`config.mk`:
```
export PLATFORM = sky130hd
export DESIGN_NAME = ramp_volume
export DESIGN_NICKNAME = d
export VERILOG_FILES = /design/src/rtl/vol_pkg.sv /design/src/rtl/vol_step_timer.sv /design/src/rtl/vol_level_ramp.sv /design/src/rtl/vol_gain_mult.sv /design/src/rtl/ramp_volume.sv
export SDC_FILE = /design/constraint.sdc
export NUM_CORES = 2
export LEC_CHECK = 0
export ABC_AREA = 1
export BUFFER_PORTS_ARGS = -buffer_cell sky130_fd_sc_hd__clkbuf_2
export CAP_MARGIN = 10
export CELL_PAD_IN_SITES_DETAIL_PLACEMENT = 1
export CELL_PAD_IN_SITES_GLOBAL_PLACEMENT = 1
export CORE_UTILIZATION = 35
export CTS_CLUSTER_SIZE = 8
export DETAILED_ROUTE_END_ITERATION = 6
export HOLD_SLACK_MARGIN = 0.08
export MAX_ROUTING_LAYER = met4
export PLACE_DENSITY_LB_ADDON = 0.1
export SETUP_SLACK_MARGIN = 0.05
export SYNTH_ARGS = -nofsm -noshare
export SYNTH_HDL_FRONTEND = slang
export SYNTH_SLANG_ARGS = --single-unit
```
`constraint.sdc`:
```
create_clock -name clk -period 20.6 [get_ports clk]
set_clock_uncertainty 0.05 [all_clocks]
set_input_delay 2.06 -clock clk [delete_from_list [all_inputs] [get_ports clk]]
set_output_delay 2.06 -clock clk [all_outputs]
set_load 0.01 [all_outputs]
```
`src/rtl/vol_pkg.sv`:
```
package vol_pkg;
  localparam int SAMPLE_W = 24;
  localparam int LEVEL_W  = 8;
  localparam int BASE_FRAMES = 4;
  localparam int MAX_SHIFT   = 2;
  localparam int MAX_PERIOD  = BASE_FRAMES << MAX_SHIFT;
  localparam int CNT_W       = $clog2(MAX_PERIOD + 1);

  // frames between level steps for a given speed code
  function automatic logic [CNT_W-1:0] frames_per_step(input logic [1:0] spd);
    int sh;
    sh = (int'(spd) > MAX_SHIFT) ? MAX_SHIFT : int'(spd);
    return CNT_W'(BASE_FRAMES << sh);
  endfunction
endpackage

```
`src/rtl/vol_step_timer.sv`:
```
module vol_step_timer
  import vol_pkg::*;
(
  input  logic       clk,
  input  logic       rst,
  input  logic       frame_stb,
  input  logic [1:0] speed_sel,
  output logic       step_tick
);
  logic [CNT_W-1:0] frame_cnt;
  logic [CNT_W-1:0] last_idx;

  assign last_idx  = frames_per_step(speed_sel) - CNT_W'(1);
  assign step_tick = frame_stb && (frame_cnt >= last_idx);

  always_ff @(posedge clk) begin
    if (rst)            frame_cnt <= '0;
    else if (step_tick) frame_cnt <= '0;
    else if (frame_stb) frame_cnt <= frame_cnt + CNT_W'(1);
  end

  // the frame count stays inside the longest step period
  a_r4_count_bounded: assert property (@(posedge clk) disable iff (rst)
    frame_cnt < CNT_W'(MAX_PERIOD));
  // the counter never moves without a frame strobe
  a_r3_count_on_frame: assert property (@(posedge clk) disable iff (rst)
    !frame_stb |=> $stable(frame_cnt));
endmodule

```
`src/rtl/vol_level_ramp.sv`:
```
module vol_level_ramp
  import vol_pkg::*;
(
  input  logic               clk,
  input  logic               rst,
  input  logic               step_tick,
  input  logic               mute_req,
  input  logic [LEVEL_W-1:0] target,
  output logic [LEVEL_W-1:0] level
);
  logic [LEVEL_W-1:0] goal;

  assign goal = mute_req ? '0 : target;

  always_ff @(posedge clk) begin
    if (rst) level <= '1;
    else if (step_tick) begin
      if (level < goal)      level <= level + LEVEL_W'(1);
      else if (level > goal) level <= level - LEVEL_W'(1);
    end
  end

  // every change of the level is a single unit
  a_r7_unit_step: assert property (@(posedge clk) disable iff (rst)
    !$stable(level) |->
      (({1'b0, level} == {1'b0, $past(level)} + 9'd1) ||
       ({1'b0, level} + 9'd1 == {1'b0, $past(level)})));
  // the level moves only after a step tick
  a_r3_tick_only: assert property (@(posedge clk) disable iff (rst)
    !$stable(level) |-> $past(step_tick));
  // under mute the level never rises
  a_r5_mute_no_rise: assert property (@(posedge clk) disable iff (rst)
    mute_req |=> (level <= $past(level)));
endmodule

```
`src/rtl/vol_gain_mult.sv`:
```
module vol_gain_mult
  import vol_pkg::*;
(
  input  logic                       clk,
  input  logic                       rst,
  input  logic                       frame_stb,
  input  logic signed [SAMPLE_W-1:0] sample,
  input  logic [LEVEL_W-1:0]         level,
  output logic signed [SAMPLE_W-1:0] scaled
);
  localparam int PROD_W = SAMPLE_W + LEVEL_W + 1;
  localparam logic signed [PROD_W-1:0] FULL = PROD_W'(255);

  logic signed [PROD_W-1:0] product;
  logic signed [PROD_W-1:0] quotient;

  assign product  = PROD_W'(sample) * PROD_W'($signed({1'b0, level}));
  assign quotient = product / FULL;

  always_ff @(posedge clk) begin
    if (rst)            scaled <= '0;
    else if (frame_stb) scaled <= quotient[SAMPLE_W-1:0];
  end

  // no strobe, no output change
  a_r9_hold: assert property (@(posedge clk) disable iff (rst)
    !frame_stb |=> $stable(scaled));
  // a silent level gives a silent output
  a_r5_zero_level: assert property (@(posedge clk) disable iff (rst)
    (frame_stb && level == '0) |=> (scaled == '0));
endmodule

```
`src/rtl/ramp_volume.sv`:
```
module ramp_volume
  import vol_pkg::*;
(
  input  logic                       clk,
  input  logic                       rst,
  input  logic                       frame_stb,
  input  logic signed [SAMPLE_W-1:0] left_in,
  input  logic signed [SAMPLE_W-1:0] right_in,
  input  logic [LEVEL_W-1:0]         left_level,
  input  logic [LEVEL_W-1:0]         right_level,
  input  logic                       mute_req,
  input  logic [1:0]                 speed_sel,
  output logic signed [SAMPLE_W-1:0] left_out,
  output logic signed [SAMPLE_W-1:0] right_out
);
  localparam int NCH = 2;

  logic                step_tick;
  logic [SAMPLE_W-1:0] ch_in   [NCH];
  logic [LEVEL_W-1:0]  ch_tgt  [NCH];
  logic [LEVEL_W-1:0]  ch_lvl  [NCH];
  logic [SAMPLE_W-1:0] ch_out  [NCH];

  assign ch_in[0]  = left_in;
  assign ch_in[1]  = right_in;
  assign ch_tgt[0] = left_level;
  assign ch_tgt[1] = right_level;
  assign left_out  = ch_out[0];
  assign right_out = ch_out[1];

  vol_step_timer u_timer (
    .clk(clk), .rst(rst), .frame_stb(frame_stb),
    .speed_sel(speed_sel), .step_tick(step_tick)
  );

  for (genvar c = 0; c < NCH; c++) begin : g_ch
    vol_level_ramp u_ramp (
      .clk(clk), .rst(rst), .step_tick(step_tick), .mute_req(mute_req),
      .target(ch_tgt[c]), .level(ch_lvl[c])
    );
    vol_gain_mult u_mult (
      .clk(clk), .rst(rst), .frame_stb(frame_stb),
      .sample(ch_in[c]), .level(ch_lvl[c]), .scaled(ch_out[c])
    );
  end
endmodule

```
==> results.md <==
* Max clock buf depth at 2
* Syn nets at 6528
* Crit path DAT at 22.78 ns
* Die area at 0.106 mm^2
* Vias per cell at 4.87
* Post-synth top area cell: nand2_1
* Final setup vio count at 48
* Worst setup margin at -1.95 ns
* Maximum number of pins on one net before global-route repair at 90
* Mux cell area share after synthesis at 0
* Simple-gate portion of the synthesized area at 0.458
* Routability Congestion at 0.882
* Ys async rst share at 0
* Number of max-cap violations at 0
* Placement Setup Slack at -3.02 ns
* # DRC at 0
* Outcome: finished with violations
* Final Cell Area at 0.0582 mm^2
* Clk_lat worst skew at 0.38 ns
* Final #Nets at 8122
* Worst hold path type: flop to flop
* Crit-path max cell delay at 0.60 ns
* Core area at 0.103 mm^2
* CP bufs+invs at 24
* Synth top area share at 0.173
* FILL cells at 13300
* Mapped Area at 0.0365 mm^2
* Grt total ovfl at 0
* Worst setup SP type: primary input
* Critical Path RT at 20.84 ns
* Initial core utilization at 0.353
* Post-Synth Adder-Cell Area at 0.225
* Most frequent CP cell: nand2_4
* Top cells by area, synth: nand2_1 17%, fa_1 17%, inv_1 13%
* CTS tree: built
* # diodes at 0
* Yosys reg bits at 69
* Max Fclk at 44.4 MHz
* Setup crit end kind: flop
* Inserted Clock Buffers at 9
* Antenna violations before repair at 0
* Detailed placement HPWL at 110 mm
* Clk slew on worst S/H paths at 0.08 ns
* RSZ-0062 raised after global routing: true
* Ys flop type: dfxtp_1
* Post-DRT Antenna Nets at 0
* Slowest cell on crit path: fa_1
* Core Util, Final at 0.562
* Yosys cell types at 88
* Clock H-tree levels at 3
* IO Port Bufs at 117
* Crit Path Class: primary input to flop
* Max-Slew Margin vs Limit at 0.219
* Std-Cell Rows at 118
* Post-synth EDFFs at 0
* Tcrit/Tclk final at 1.09
* Routed WL at 150 mm
* Die width at 325 um
* Routed wire per std cell at 16.7 um
* Post-Synth XOR/XNOR Area at 0.0336
* Global-route wire length before repair at 229 mm
* Sink Count at 69
* Final Hold Vio Count at 0
* Die Span Y at 325 um
* Starting DRT DRC Count at 1507
* Syn-to-layout area delta at 59.4%
* Vias in the first global route at 46800
* DR pass1 iterations at 5
* Seq/Total Area, Yosys at 0.0378
* Largest family of logic cells by synthesized area: simple AND/OR/NAND/NOR gates
* Final min period at 22.55 ns
* Via count at 43700
* Crit path max fanout at 8
* Compound-Gate Fraction of Synth Area at 0.0771
* Slew Viols, Final at 0
* Failing checks: negative setup slack
* Crit path max-delay family: simple AND/OR/NAND/NOR gates
* Synth Area per Inst at 6.10 um^2
* Syn. warnings at 0
* Root Driver: clkbuf_16
* Layout cells sized above 1 at 0.474
* Global Route Usage Sum at 0.266
* Post-DP Area at 0.0486 mm^2
* Post-Syn Instances at 5984
* Ports at 118
* Measured slew at the worst slew-check pin at 1.17 ns
==> final cells by class <==
class                      count  area [um^2]  area share
inverter                    1361         5290      0.0909
timing repair inverter         2         17.5    0.000301
timing repair buffer        1725        13800       0.236
sequential                    69         1380      0.0237
multi-input combinational   4410        35700       0.614
clock inverter                 6         71.3     0.00123
tap                         1380         1730      0.0297
clock buffer                  10          229     0.00394
==> metrics by stage <==
stage	setup TNS, ns	hold WS [ns]	std cells
final	-64.52	0.437	8963
after global routing	-119.98	0.456	8963
after CTS	-21.92	0.421	8814
after detailed placement	-95.22	0.410	8518
after global placement	-65.83	0.409	8518
after floorplan	-1.41	0.412	5984
==> cell usage in the layout (no fill, tap or decap), types with 50 or more instances in the layout <==
cell type / n
buf_4: 1484
nand2_1: 1328
inv_1: 1144
nand2_2: 433
nand2_4: 296
fa_1: 284
nor2_1: 250
nand3_1: 219
nor2_4: 189
inv_2: 173
nand3_2: 142
ha_1: 120
nand4_1: 111
nor2_2: 110
nand3_4: 109
buf_6: 96
xor2_1: 86
clkbuf_2: 77
o21ai_1: 70
o21ai_0: 70
dfxtp_1: 69
o21ai_2: 65
a21oi_1: 63
ha_4: 50
==> final timing paths <==
check	startpoint	end	slack, ns	depth (start not counted)
worst max-delay path	right_in[7]	g_ch[1].u_mult.scaled[14]	-1.95	159
worst min-delay path	g_ch[0].u_mult.scaled[1]	g_ch[0].u_mult.scaled[1]	0.44	2
worst max register to register	g_ch[0].u_ramp.level[4]	g_ch[0].u_mult.scaled[18]	-1.04	165
worst min register to register	g_ch[0].u_mult.scaled[1]	g_ch[0].u_mult.scaled[1]	0.44	2
==> Yosys cell counts (all sizes together), types with 2 or more instances <==
cell type  instances
nand4            116
clkinvlp           2
ha               172
nand3b            27
nor3              49
a21boi            14
nor2             550
o21bai            16
nor4               6
o21ai            228
a211oi             2
a31oi             10
and2              10
o221ai            13
clkbuf           111
buf               40
o2111ai            2
xnor2             31
dfxtp             69
fa               302
o211ai            30
xor2             101
nand3            469
o31ai             11
a21o               5
nand2           2088
inv             1345
a21oi            130
clkinv            13
or2                9
==> registers in the layout, indices dropped and copies added, names as in the netlist <==
register,count
g_ch.u_ramp.level,16
g_ch.u_mult.scaled,48
u_timer.frame_cnt,5
==> per-layer routing <==
| metal | vias to the layer above | routed length (um) | global-route usage |
|---|---|---|---|
| met2 | 546 | 83200 | 0.514 |
| met1 | 21500 | 60200 | 0.296 |
| met5 | - | 0 | - |
| met3 | 283 | 2110 | 0.0104 |
| li1 | 21300 | - | - |
| met4 | 0 | 4600 | 0.0668 |
==> tightest hold or removal path, stage by stage, from the launching register on <==
cell and delay [ns]:
dfxtp_1 0.32, nand2_1 0.08, a21oi_2 0.05
==> repair_timing <==
item	4_1_cts	5_1_grt
cloned	9	2
buffers inserted	278	149
resized for setup	854	687
hold buffers	0	0
endpoints found under the setup margin	48	48
pin swaps	512	488
==> cell families after synthesis <==
logic type	after synthesis
adders and majority gates	474
other	1
AOI/OAI and AO/OA	466
xor gates and xnor gates	132
DFF	69
buffers and inverters	1513
and+or+nand+nor	3329
Power is not shown: default switching activity piles up to over one toggle a cycle in this logic, so the estimate is an artifact.
